`src/rtl/wt_pkg.sv`:
```
package wt_pkg;
   typedef enum logic [1:0] {
      SRC_EXT  = 2'b00,
      SRC_CH0  = 2'b01,
      SRC_WORD = 2'b10,
      SRC_MAN  = 2'b11
   } src_e;
endpackage

```
`src/rtl/wt_matcher.sv`:
```
// Masked equality compare, one slice per bit.
module wt_matcher #(
   parameter int W = 17
) (
   input  logic [W-1:0] word_i,
   input  logic [W-1:0] val_i,
   input  logic [W-1:0] care_i,
   output logic         hit_o
);
   logic [W-1:0] miss;

   for (genvar b = 0; b < W; b++) begin : g_bit
      assign miss[b] = care_i[b] & (word_i[b] ^ val_i[b]);
   end

   assign hit_o = ~|miss;
endmodule

```
`src/rtl/wt_rise.sv`:
```
// Rising-edge detector whose history advances only when en_i is high.
module wt_rise #(
   parameter bit GATED = 1'b1
) (
   input  logic clk,
   input  logic rst_n,
   input  logic en_i,
   input  logic d_i,
   output logic rise_o
);
   logic q;
   logic step;

   if (GATED) begin : g_gated
      assign step = en_i;
   end else begin : g_free
      assign step = 1'b1;
   end

   always_ff @(posedge clk or negedge rst_n) begin
      if (!rst_n)    q <= 1'b0;
      else if (step) q <= d_i;
   end

   assign rise_o = step & d_i & ~q;
endmodule

```
`src/rtl/wt_arm_ctl.sv`:
```
// Source selection, arm flag and trigger pulse register.
module wt_arm_ctl
   import wt_pkg::*;
#(
   parameter int SRC_W = 2
) (
   input  logic             clk,
   input  logic             rst_n,
   input  logic             arm_i,
   input  logic [SRC_W-1:0] src_i,
   input  logic             ev_ext_i,
   input  logic             ev_ch0_i,
   input  logic             ev_word_i,
   input  logic             ev_man_i,
   output logic             armed_o,
   output logic             trig_o
);
   logic ev_sel;
   logic fire;

   always_comb begin
      unique case (src_e'(src_i))
         SRC_EXT:  ev_sel = ev_ext_i;
         SRC_CH0:  ev_sel = ev_ch0_i;
         SRC_WORD: ev_sel = ev_word_i;
         SRC_MAN:  ev_sel = ev_man_i;
         default:  ev_sel = 1'b0;
      endcase
   end

   assign fire = armed_o & ev_sel;

   always_ff @(posedge clk or negedge rst_n) begin
      if (!rst_n) begin
         armed_o <= 1'b0;
         trig_o  <= 1'b0;
      end else begin
         armed_o <= arm_i | (armed_o & ~fire);
         trig_o  <= fire;
      end
   end
endmodule

```
`src/rtl/wt_trigger_top.sv`:
```
module wt_trigger_top
   import wt_pkg::*;
#(
   parameter int DATA_W  = 16,
   parameter int CH0_BIT = 0
) (
   input  logic              clk,
   input  logic              rst_n,
   input  logic              arm_i,
   input  logic              smp_en_i,
   input  logic [DATA_W-1:0] data_i,
   input  logic              qual_i,
   input  logic              ext_trig_i,
   input  logic              man_req_i,
   input  logic [DATA_W:0]   pat_val_i,
   input  logic [DATA_W:0]   pat_care_i,
   input  logic [1:0]        src_sel_i,
   output logic              match_o,
   output logic              match_pin_o,
   output logic              trig_o
);
   localparam int PAT_W = DATA_W + 1;

   if (DATA_W < 1 || CH0_BIT < 0 || CH0_BIT >= DATA_W) begin : g_bad_param
      $error("wt_trigger_top: DATA_W must be >= 1 and CH0_BIT inside the data word");
   end

   logic [PAT_W-1:0] word;
   logic hit, ev_ext, ev_ch0, ev_word, ev_man, armed;

   assign word = {qual_i, data_i};

   wt_matcher #(.W(PAT_W)) u_match (
      .word_i(word), .val_i(pat_val_i), .care_i(pat_care_i), .hit_o(hit)
   );

   wt_rise #(.GATED(1'b0)) u_ext (
      .clk(clk), .rst_n(rst_n), .en_i(1'b1), .d_i(ext_trig_i), .rise_o(ev_ext)
   );
   wt_rise #(.GATED(1'b0)) u_man (
      .clk(clk), .rst_n(rst_n), .en_i(1'b1), .d_i(man_req_i), .rise_o(ev_man)
   );
   wt_rise #(.GATED(1'b1)) u_ch0 (
      .clk(clk), .rst_n(rst_n), .en_i(smp_en_i), .d_i(data_i[CH0_BIT]), .rise_o(ev_ch0)
   );
   wt_rise #(.GATED(1'b1)) u_word (
      .clk(clk), .rst_n(rst_n), .en_i(smp_en_i), .d_i(hit), .rise_o(ev_word)
   );

   wt_arm_ctl #(.SRC_W(2)) u_ctl (
      .clk(clk), .rst_n(rst_n), .arm_i(arm_i), .src_i(src_sel_i),
      .ev_ext_i(ev_ext), .ev_ch0_i(ev_ch0), .ev_word_i(ev_word), .ev_man_i(ev_man),
      .armed_o(armed), .trig_o(trig_o)
   );

   always_ff @(posedge clk or negedge rst_n) begin
      if (!rst_n) match_o <= 1'b0;
      else        match_o <= smp_en_i & hit;
   end

   assign match_pin_o = match_o;
endmodule

```
`config.mk`:
```
export PLATFORM = sky130hd
export DESIGN_NAME = wt_trigger_top
export DESIGN_NICKNAME = d
export VERILOG_FILES = /design/src/rtl/wt_pkg.sv /design/src/rtl/wt_matcher.sv /design/src/rtl/wt_rise.sv /design/src/rtl/wt_arm_ctl.sv /design/src/rtl/wt_trigger_top.sv
export SDC_FILE = /design/constraint.sdc
export NUM_CORES = 1
export LEC_CHECK = 0
export BUFFER_PORTS_ARGS = -buffer_cell sky130_fd_sc_hd__buf_4
export CAP_MARGIN = 20
export CORE_MARGIN = 3
export CORE_UTILIZATION = 33
export DETAILED_ROUTE_END_ITERATION = 6
export MAX_ROUTING_LAYER = met4
export PLACE_DENSITY = 0.78
export SETUP_SLACK_MARGIN = 0.2
export SYNTH_ARGS = -nofsm -noshare
export SYNTH_HDL_FRONTEND = slang
export SYNTH_SLANG_ARGS = --single-unit
```
`constraint.sdc`:
```
create_clock -name clk -period 1.39 [get_ports clk]
set_input_delay 0.139 -clock clk [delete_from_list [all_inputs] [get_ports clk]]
set_output_delay 0.139 -clock clk [all_outputs]
set_load 0.02 [all_outputs]
```
Yosys cells after proc, flatten, opt, wreduce, memory -nomap -nowiden
Index checks and enable logic that the tools add are counted.
Storage, ports and cells
  register bits: 7
  input port bits: 59
  output and inout port bits: 3
  word-level logic and storage cells: 62
Operators by class
  eq/ne operators: 3
  muxes and demuxes: 1
  bitwise logic cells: 48
  reduce and logical (&&, ||, !) cells: 3
Operator list (number)
  1-bit bitwise AND: 25
  17-bit OR reduction: 1
  1-bit XOR: 17
  1-bit NOT: 5
  2-bit equality test (second input constant): 2
  1-bit one-hot mux with 4 select lines: 1
  2-bit by 1-bit equality test with 1-bit output (second input constant): 1
  2-bit logical NOT: 1
  1-bit logical NOT: 1
  1-bit OR: 1

Depth between registers and ports, before layout
Gate-level depths: netlist (run 1).
  word-level depth: 11
  gate-level depth with buffers: 5
  gate-level depth less buffers: 5

Cells and area by module
A second synthesis (run 1) with hierarchy kept.
Unflattened totals
  cell total of the unflattened synthesis: 49
  area total of the unflattened synthesis: 546.8 sq um
Modules (own cells, without submodules)
  wt_matcher: instances 1, cells each 29, area an instance 236.5 sq um, seq. area each 0.0 sq um
  wt_rise (u_ch0 ...): instances 2, cells each 3, area an instance 50.0 sq um, seq. area each 25.0 sq um
  wt_arm_ctl: instances 1, cells each 6, area an instance 90.1 sq um, seq. area each 50.0 sq um
  wt_rise (u_ext ...): instances 2, cells each 2, area an instance 38.8 sq um, seq. area each 25.0 sq um
  wt_trigger_top: instances 1, cells each 4, area an instance 42.5 sq um, seq. area each 25.0 sq um

Worst setup path after synthesis (run 1)
Ideal clock, no wire load.
  path kind: input port to flip-flop
  start: input pat_val_i[6]
  end: register u_ctl.trig_o
  library setup time: 0.092 ns
  arrival time: 1.140 ns
  required time: 1.298 ns
  slack: 0.158 ns
  stages: 5
  buffers on the path: 0
  cells stage by stage: xor2_1 > a22oi_2 > nand2_1 > or3_4 > o31ai_2
On the way
  longest elaborated chain between the ends: 8
Ends and longest elaborated chain
  start: declaration: RTL line wt_trigger_top.sv:15  | input logic [DATA_W:0] pat_val_i,
  1-bit XOR: RTL line wt_matcher.sv:13  | assign miss[b] = care_i[b] & (word_i[b] ^ val_i[b]);
  1-bit bitwise AND: RTL line wt_matcher.sv:13
  17-bit OR reduction: RTL line wt_matcher.sv:16  | assign hit_o = ~|miss;
  1-bit logical NOT: RTL line wt_matcher.sv:16
  1-bit bitwise AND (2 in a row): RTL line wt_rise.sv:25  | assign rise_o = step & d_i & ~q;
  1-bit one-hot mux with 4 select lines: RTL line wt_arm_ctl.sv:22  | unique case (src_e'(src_i))
  1-bit bitwise AND: RTL line wt_arm_ctl.sv:31  | assign fire = armed_o & ev_sel;
  via u_ctl.fire: RTL line wt_arm_ctl.sv:19  | logic fire;
  end signal: assignment: RTL line wt_arm_ctl.sv:39  | trig_o <= fire;
  end: declaration: RTL line wt_arm_ctl.sv:16  | output logic trig_o
The timed path passes the listed nets, and every way through them passes these cells.
A chain may end at the register's enable or synchronous reset.

Worst setup path after layout (run 1)
  start: register u_ext.q
  end: register u_ctl.armed_o
On the way
  longest elaborated chain between the ends: 7
Ends and longest elaborated chain
  start: declaration: RTL line wt_rise.sv:11  | logic q;
  start signal: assignment: RTL line wt_rise.sv:22  | else if (step) q <= d_i;
  1-bit NOT: RTL line wt_rise.sv:25
  1-bit bitwise AND: RTL line wt_rise.sv:25
  1-bit one-hot mux with 4 select lines: RTL line wt_arm_ctl.sv:22
  1-bit bitwise AND: RTL line wt_arm_ctl.sv:31
  1-bit NOT: RTL line wt_arm_ctl.sv:38  | armed_o <= arm_i | (armed_o & ~fire);
  1-bit bitwise AND: RTL line wt_arm_ctl.sv:38
  1-bit OR: RTL line wt_arm_ctl.sv:38
  end signal: assignment: RTL line wt_arm_ctl.sv:38
  end: declaration: RTL line wt_arm_ctl.sv:15  | output logic armed_o,
No other way between the ends.

==> flow_summary.ini, run 1 <==
[clock_network]
clock_sinks = 7
clk_latency_ns = 0.26
cts_buffers = 3
cts_tree = yes
cts_buffer_depth = 2
cts-root-buf = clkbuf_4
clkTransAtPathRegs_ns = 0.06
htreeDepth = 1

[drt]
routed-wl-met3_um = 184
route.met2.wl_um = 1042
drc_errors = 0
first_iter_violations = 3
wire_per_inst_um = 12.49
vias = 736
via_per_inst = 4.973
drt_wl_total_um = 1848
antenna_left = 0
top_layer = met3
met1_length_um = 621
drtPass1Iterations = 4

[synth]
synth_nets = 122
ys_types = 21
yosysTopAreaCell = dfrtp_1
yosys-top-cells-area = dfrtp_1 31%, xor2_1 26%, a22oi_1 9.3%
synthCells = 63
synth_top_area_share_pct = 31.04
ys_ff_latch = 7
seq_area_frac_synth_pct = 31.04
syn_avg_cell_area_um2 = 8.957
synthesis.area_um2 = 564.3
yosys_warnings = 0

[timing]
report.final.setup_viol = 0
worstMarginPinSlew_ns = 0.2859
final.setup.tns_ns = 0
fin_skew_ns = 0.009282
hold_violations = 0
maxSlewViolCount = 0
grt_setup_unrepaired = yes
min_period_over_period_pct = 85.94
slew_headroom_pct = 80.74
post-route-min-period_ns = 1.195
timing.fmax_ghz = 0.8371

[floorplan]
num_rows = 14
coreArea_um2 = 1559
initial_core_util_pct = 36.20
boundaryPins = 62
fp.dieH_um = 47.35
die-area_um2 = 2242
die_x_um = 47.35

[setup_path]
crit_path_max_fanout = 2
end_kind = flop
startpoint_type = flop
required_ns = 1.51
critPathArrivalTime_ns = 1.32
worstSetupPathType = reg -> reg

[job]
maxCapViolCount = 0

[outcome]
outcome = finished, final reports clean

[layout]
area_growth_pct = 98.00
diodes = 0
final_core_util_pct = 71.67
post-route-cell-area_um2 = 1117
final_nets = 192
drive_gt1_share_pct = 53.79

[placement]
dp_hpwl_um = 1577
routabilityCongestion = 0.7708
place_area_um2 = 1042
io_buffers = 61

[power]
power.density_nw_per_um2 = 607.9
total_power_uw = 679.3
p_leak_uw = 0.0005822
peakVddDrop_v = 0.0003781

[grt]
grtUsageTotal_pct = 17.58
grt_pass1_vias = 772
antenna_found_initial = 0
grt_max_degree = 8
overflow = 0
grt_pass1_wl_um = 2746

[min_path]
hold_class = in -> reg
==> logic make-up (layout without fill, tap and decap cells) <==
group / after synthesis / in the layout / share of synthesized area (%)
buffers and inverters: 5 / 74 / 3.991
XOR/XNOR: 17 / 17 / 26.39
AO/OA/AOI/OAI: 17 / 17 / 21.95
flip-flops: 7 / 7 / 31.04
AND/OR/NAND/NOR: 17 / 17 / 16.63
==> routing by layer <==
layer / vias to the layer above / GRT usage, %
li1: 361 / -
met1: 329 / 15.42
met2: 46 / 36.36
met3: 0 / 4.215
met4: 0 / 3.315
met5: - / -
==> cells in the final DEF, fill, tap and decap left out, types with 2 or more instances in the layout <==
cell           synthesis  final
o21ai_0                3      3
inv_1                  4      4
nand4_1                2      2
xor2_1                17     17
dfrtp_1                7      7
a21oi_1                2      2
clkbuf_4               0      3
a22oi_1                7      7
buf_4                  1     63
nand2_1                8      8
dlygate4sd3_1          0      3
==> metrics by stage <==
| step | hold WS (ns) | setup slack (ns) | std cells |
|---|---|---|---|
| finish | 0.1021 | 0.1954 | 148 |
| global route | 0.1090 | 0.1600 | 148 |
| CTS | 0.09505 | 0.2089 | 147 |
| detailed placement | -0.04464 | 0.04290 | 140 |
| global placement | -0.04614 | 0.04909 | 140 |
| floorplan | -0.1566 | 0.2206 | 63 |
==> path summary, 6_finish.rpt <==
check	slack [ns]	startpoint	endpoint	depth (start not counted)
hold reg to reg	0.54	u_ch0.q$_DFFE_PN0P_	u_ch0.q$_DFFE_PN0P_	2
setup reg to reg	0.20	u_ext.q$_DFF_PN0_	u_ctl.armed_o$_DFF_PN0_	5
hold / removal	0.10	smp_en_i	u_ch0.q$_DFFE_PN0P_	2
setup / recovery	0.20	u_ext.q$_DFF_PN0_	u_ctl.armed_o$_DFF_PN0_	5
max in group asynchronous	1.02	rst_n	u_ctl.armed_o$_DFF_PN0_	2
min in group asynchronous	0.24	rst_n	match_o$_DFF_PN0_	2
==> critical path, cell delays in order (launching register included) <==
cell and delay (ns):
dfrtp_1 0.37, inv_1 0.07, a211oi_2 0.07, a21o_1 0.18, nor4b_2 0.28, a21oi_1 0.10
==> synthesized netlist by cell type, drive strengths merged <==
cell and instances:
a211oi 1, a21o 1, a21oi 2, a22oi 8, buf 1, dfrtp 7
inv 4, nand2 8, nand3b 1, nand4 2, nand4b 1, nor2 1
nor2b 1, nor3 1, nor4b 1, o21ai 3, o22ai 1, o31ai 1
or3 1, xor2 17
==> cell type report <==
class | count | area (um2)
tap | 16 | 20.02
multi-input combinational | 51 | 377.9
fill | 135 | 441.7
timing repair buffer | 66 | 503.0
clock buffer | 4 | 26.28
sequential | 7 | 175.2
inverter | 4 | 15.01
==> flip-flops by register name, summed over array words and instances (netlist names) <==
| register | cells |
|---|---|
| u_ctl.armed_o | 1 |
| match_o | 1 |
| u_ext.q | 1 |
| u_word.q | 1 |
| u_man.q | 1 |
| u_ctl.trig_o | 1 |
| u_ch0.q | 1 |
==> where the power goes <==
group,total [uW],leakage (uW),internal (uW),switching [uW]
clock,192,0.0000150,110,81.7
sequential,222,0.0000865,216,6.90
combinational,265,0.000481,170,95.1
==> timing repair <==
item                       in CTS  in global routing
resized for setup               1                  1
setup endpoints to repair       1                  1
pin swaps                       0                  4
hold endpoints to repair        9                  0
hold buffers                    3                  0
buffers inserted                0                  1
gates cloned                    0                  0
Note: power is estimated with default switching activity, not from simulation.
==> inputs of run 2 (changes only) <==
--- a/config.mk
+++ b/config.mk
@@ -5,13 +5,14 @@
 export SDC_FILE = /design/constraint.sdc
 export NUM_CORES = 1
 export LEC_CHECK = 0
+export ABC_AREA = 1
 export BUFFER_PORTS_ARGS = -buffer_cell sky130_fd_sc_hd__buf_4
 export CAP_MARGIN = 20
 export CORE_MARGIN = 3
-export CORE_UTILIZATION = 33
+export CORE_UTILIZATION = 38
 export DETAILED_ROUTE_END_ITERATION = 6
 export MAX_ROUTING_LAYER = met4
-export PLACE_DENSITY = 0.78
+export PLACE_DENSITY = 0.79
 export SETUP_SLACK_MARGIN = 0.2
 export SYNTH_ARGS = -nofsm -noshare
 export SYNTH_HDL_FRONTEND = slang
==> run 2 against run 1 <==
- synthesized cell count is 110% higher
- clock power about the same
- sequential power barely moved
- critical endpoint is now u_ctl.trig_o$_DFF_PN0_
==> flow_summary.ini, run 2 <==
[timing]
timing.fmax_ghz = 0.9547
post-route-min-period_ns = 1.047
hold_ws_ns = 0.07262
worstMarginPinSlew_ns = 0.2735
report.final.setup_viol = 0
hold_violations = 0
maxSlewViolCount = 0
fin_skew_ns = 0.001357
grt_setup_unrepaired = no
slew_headroom_pct = 81.60
final.setup.tns_ns = 0
min_period_over_period_pct = 75.36

[clock_network]
cts_tree = yes
ctsResizeCount = 0
cts_buffers = 3
htreeDepth = 1
clk_latency_ns = 0.26
clkTransAtPathRegs_ns = 0.05
cts-root-buf = clkbuf_4
clock_sinks = 7
post_cts_buffers = 0
cts_buffer_depth = 2

[layout]
seq_area_um2 = 175.2
final_nets = 262
nFillCells = 157
diodes = 0
final_common_cell = buf_4
multi_input_area_um2 = 451.7
final_cell_mix = 61 x buf_4, 49 x nand2_1, 31 x inv_1, 16 x nand3_1
drive_gt1_share_pct = 36.14
area_growth_pct = 71.19

[synth]
synthesis.area_um2 = 755.7
yosysTopAreaCell = nand2_1
synth_common_cells = 49 x nand2_1, 31 x inv_1, 16 x nand3_1, 7 x dfrtp_1, 7 x nor2_1
ys_types = 19
synth_edf_count = 0
seq_area_frac_synth_pct = 23.18
syn_avg_cell_area_um2 = 5.598
synth_top_area_share_pct = 24.34
yosys-top-cells-area = nand2_1 24%, dfrtp_1 23%, inv_1 15%
ys.flop_type = dfrtp_1
async_flop_share_pct = 100.0
synth_most_common_cell = nand2_1
yosys_warnings = 0
synth_nets = 194
synthCells = 135
ys_ff_latch = 7

[grt]
grt_max_degree = 8
grt_use_met3_pct = 3.264
grt_pass1_wl_um = 3574
use_met1_pct = 18.31
antenna_found_initial = 0
grt_pass1_vias = 1004
grtUsageTotal_pct = 17.88
grtUsageMet2_pct = 34.35
busiest_layer = met2
overflow = 0

[setup_path]
critPathArrivalTime_ns = 1.24
ff2ff_path_depth = 7
required_ns = 1.58
reg2reg_from = u_man.q$_DFF_PN0_
worstSetupPathType = in -> reg
rr_endpoint = u_ctl.trig_o$_DFF_PN0_
startpoint_type = input pin
crit_path_max_fanout = 2
reg2reg_setup_slack_ns = 0.46
end_kind = flop

[power]
power_switching_uw = 210.2
power.share.sequential_pct = 31.1
p_comb_share_pct = 42.0
cell_internal_pwr_uw = 492.8
peakVddDrop_v = 0.0003543
p_sw_share_pct = 29.90
power.density_nw_per_um2 = 543.4
clock_power_share_pct = 26.9
p_leak_uw = 0.0007909

[floorplan]
die-area_um2 = 2560
fp.dieH_um = 50.60
die_x_um = 50.60
coreArea_um2 = 1802
num_rows = 15
boundaryPins = 62
initial_core_util_pct = 41.94

[min_path]
hold_class = in -> reg
worstHoldPathCells = 3
whs_endpoint = u_ctl.armed_o$_DFF_PN0_
holdCritStartpoint = arm_i

[drt]
drt_wl_total_um = 2167
via_per_inst = 4.537
vias = 1030
antenna_left = 0
drc_errors = 0
first_iter_violations = 11
drtPass1Iterations = 4
wire_per_inst_um = 9.546

[job]
maxCapViolCount = 0

[outcome]
outcome = finished, final reports clean

[placement]
io_buffers = 61
dp_hpwl_um = 1903
routabilityCongestion = 0.9228
-- run 2: changes by cell type in the layout (fill, tap and decap cells not counted), moves of 2 or more --
| cell | delta |
|---|---|
| nand2_1 | +41 |
| inv_1 | +27 |
| xor2_1 | -17 |
| nand3_1 | +16 |
| a22oi_1 | -7 |
| nor2_1 | +6 |
| or2_1 | +4 |
| nor2_2 | +3 |
| buf_4 | -2 |
| nand2_2 | +2 |
| nand3_2 | +2 |
| nand4_1 | +2 |
-- run 2: cells by family (layout without fill, tap and decap cells) --
kind of cell / count (synthesis) / after routing / synth area share [%]
buffers and inverters: 33 / 100 / 17.05
AND/OR/NAND/NOR: 90 / 90 / 55.80
flip-flops: 7 / 7 / 23.18
AO/OA/AOI/OAI: 5 / 5 / 3.974
-- run 2: metal layers --
layer  vias to the layer above  wire, um
met5                         -         0
met4                         0         6
met3                         2       178
met2                        42      1165
met1                       441       817
li1                        545         -
-- run 2: stage by stage --
step / cell area, um2 / setup slack, ns / total power, uW / utilization [%] / std cells
floorplan: 755.7 / 0.3259 / 345.1 / - / 135
global placement: 1237 / 0.1481 / 502.3 / 68.68 / 220
detailed placement: 1237 / 0.1079 / 510.9 / 68.68 / 220
CTS: 1284 / 0.3703 / 703.1 / 71.25 / 226
global route: 1294 / 0.2444 / 758.3 / 71.81 / 227
finish: 1294 / 0.3425 / 703.0 / 71.81 / 227
-- run 2: worst max path at each step --
| stage | startpoint | end | slack [ns] | depth (start not counted) |
|---|---|---|---|---|
| after floorplan | pat_val_i[12] | u_ctl.trig_o$_DFF_PN0_ | 0.33 | 12 |
| after global placement | pat_val_i[7] | u_ctl.trig_o$_DFF_PN0_ | 0.15 | 11 |
| after detailed placement | pat_val_i[12] | u_ctl.armed_o$_DFF_PN0_ | 0.11 | 12 |
| after CTS | pat_val_i[12] | u_ctl.armed_o$_DFF_PN0_ | 0.37 | 12 |
| after global routing | data_i[0] | u_ctl.trig_o$_DFF_PN0_ | 0.24 | 14 |
| final | man_req_i | u_ctl.trig_o$_DFF_PN0_ | 0.34 | 8 |
-- run 2: repair_timing --
action                                 4_1_cts  5_1_grt
hold buffers                                 2        1
setup endpoints to repair                    0        0
endpoints found under the hold margin        8        1
-- run 2: power groups by stage --
stage / Combinational, uW / Sequential [uW] / Clock (uW)
2_1_floorplan: 119 / 226 / 0
3_3_place_gp: 280 / 222 / 0
3_5_place_dp: 289 / 222 / 0
4_1_cts: 294 / 219 / 190
5_1_grt: 333 / 220 / 206
6_report: 295 / 219 / 189
-- run 2: cell type report --
class / count / area share, %
repair buffers: 64 / 37.72
multi-input cells: 95 / 34.91
flip-flops and latches: 7 / 13.54
inverters: 32 / 9.381
well taps: 25 / 2.418
clock buffers: 4 / 2.031
-- run 2: worst max-delay path, stage by stage --
cell	delay (ns)
dlygate4sd3_1	0.53
buf_4	0.10
nand2_1	0.05
a21oi_1	0.12
nand2_1	0.09
nand2_1	0.06
nand2_1	0.06
nor2_2	0.08
==> inputs of run 3 (changes only) <==
==> constraint.sdc (replaced) <==
create_clock -name clk -period 1 [get_ports clk]
set_input_delay 0.1 -clock clk [delete_from_list [all_inputs] [get_ports clk]]
set_output_delay 0.1 -clock clk [all_outputs]
set_load 0.02 [all_outputs]
==> run 3 against run 2 <==
- clock power grew 43%
- design area grew 16%
- clock-buffer cell count is the same
- via count grew 11%
- global-route usage grew 4.5 points
==> flow_summary.ini, run 3 (synthesis results as in run 2) <==
[drt]
wire_per_inst_um = 11.11
first_iter_violations = 31
drtPass1Iterations = 4
antenna_left = 0
via_per_inst = 4.707
drt_wl_total_um = 2689
drc_errors = 0
vias = 1139

[clock_network]
clkTransAtPathRegs_ns = 0.06
cts_buffers = 3
clock_sinks = 7
htreeDepth = 1
cts-root-buf = clkbuf_4
cts_buffer_depth = 2
cts_tree = yes
clk_latency_ns = 0.26

[timing]
fin_skew_ns = 0.007913
report.final.setup_viol = 0
post-route-min-period_ns = 0.9570
hold_ws_ns = 0.03483
maxSlewViolCount = 0
min_period_over_period_pct = 95.70
slew_headroom_pct = 77.17
hold_violations = 0
grt_setup_unrepaired = yes
worstMarginPinSlew_ns = 0.3411
timing.fmax_ghz = 1.045

[floorplan]
initial_core_util_pct = 41.94
num_rows = 15
fp.dieH_um = 50.60
boundaryPins = 62
coreArea_um2 = 1802
die_x_um = 50.60
die-area_um2 = 2560

[layout]
final_cell_count_no_fill = 242
final_nets = 277
nFillCells = 125
drive_gt1_share_pct = 46.08
area_growth_pct = 98.18
diodes = 0
seq_area_um2 = 175.2
multi_input_area_um2 = 513.0
final_cell_mix = 68 x buf_4, 47 x nand2_1, 31 x inv_1, 10 x nand3_2
final_common_cell = buf_4

[setup_path]
end_kind = flop
reg2reg_from = u_man.q$_DFF_PN0_
startpoint_type = input pin
required_ns = 1.19
max_stage_delay_ns = 0.23
cp_slowest_cell = or2_1
critPathArrivalTime_ns = 1.15
path_cells = buf_6 > or2_1 > nand3_2 > nand2_2 > clkinv_2 > nand2_2 > nor2_4 > buf_4 > buf_6 > buf_6 > nand2_1 > o21ai_1
reg2reg_setup_slack_ns = 0.08
ff2ff_path_depth = 7
crit_path_max_fanout = 2
worstSetupPathType = in -> reg
cpMostUsedCell = buf_6
rr_endpoint = u_ctl.trig_o$_DFF_PN0_

[min_path]
hold_class = in -> reg
worstHoldPathCells = 3
whs_endpoint = u_ctl.armed_o$_DFF_PN0_
holdCritStartpoint = arm_i

[outcome]
outcome = finished, final reports clean

[placement]
routabilityCongestion = 0.7839
io_buffers = 61
dp_hpwl_um = 2026
place_inst = 232

[power]
peakVddDrop_v = 0.0003656
p_leak_uw = 0.0008876
power.density_nw_per_um2 = 717.3

[grt]
grtUsageTotal_pct = 22.38
antenna_found_initial = 0
grt_max_degree = 8
overflow = 0
grt_pass1_vias = 1120
grt_pass1_wl_um = 4271

[job]
maxCapViolCount = 0
## run 3: cell count changes in the layout (fill, tap and decap cells not counted), moves of 2 or more
| cell | change |
|---|---|
| buf_4 | +7 |
| buf_6 | +8 |
| nand3_2 | +8 |
| nand3_1 | -8 |
| nand2_1 | -2 |
| nand2_2 | +2 |
## run 3: per-layer routing
| layer | part of all wire [%] | vias to the layer above | GRT usage [%] | wire length, um |
|---|---|---|---|---|
| li1 | - | 573 | - | - |
| met1 | 34 | 504 | 20.98 | 906 |
| met2 | 55 | 56 | 43.91 | 1478 |
| met3 | 9.3 | 6 | 4.451 | 251 |
| met4 | 2.0 | 0 | 8.520 | 53 |
| met5 | 0 | - | - | 0 |
## run 3: worst max-delay path by stage
stage | start | end | slack [ns]
floorplan | pat_val_i[12] | u_ctl.trig_o$_DFF_PN0_ | -0.003
global placement | pat_val_i[5] | u_ctl.trig_o$_DFF_PN0_ | -0.19
detailed placement | pat_val_i[5] | u_ctl.trig_o$_DFF_PN0_ | -0.23
CTS | pat_val_i[12] | u_ctl.trig_o$_DFF_PN0_ | 0.06
global route | data_i[15] | u_ctl.trig_o$_DFF_PN0_ | -0.07
finish | pat_val_i[12] | u_word.q$_DFFE_PN0P_ | 0.04
## run 3: stage by stage
step / setup TNS [ns] / power, uW / worst slack (ns) / area (um2) / utilization, %
detailed placement: -0.6303 / 757.0 / -0.2302 / 1328 / 73.68
finish: 0 / 1074 / 0.04296 / 1498 / 83.13
global placement: -0.5161 / 740.8 / -0.1867 / 1328 / 73.68
floorplan: -0.002996 / 479.6 / -0.002996 / 755.7 / -
global route: -0.1459 / 1138 / -0.07154 / 1498 / 83.13
CTS: 0 / 1054 / 0.05778 / 1465 / 81.32
## run 3: cell type report
| type | count | share of cell area, % |
|---|---|---|
| inverters | 32 | 8.104 |
| well taps | 25 | 2.089 |
| multi-input cells | 95 | 34.25 |
| clock buffers | 4 | 1.754 |
| repair buffers | 79 | 42.11 |
| flip-flops and latches | 7 | 11.70 |
## run 3: timing repair
| action | in CTS | in global routing |
|---|---|---|
| resized for setup | 15 | 7 |
| hold buffers | 3 | 0 |
| endpoints found under the setup margin | 6 | 7 |
| pin swaps | 5 | 7 |
| hold endpoints to repair | 9 | 0 |
| buffers inserted | 2 | 1 |
## run 3: critical path, delay by kind of cell
family / cells / cell delay (ns)
buffers and inverters: 5 / 0.40
AO/OA/AOI/OAI: 1 / 0.06
AND/OR/NAND/NOR: 6 / 0.58
## run 3: power by group
| group | internal, uW | switching, uW |
|---|---|---|
| sequential | 299 | 6.18 |
| clock | 153 | 117 |
| combinational | 286 | 213 |
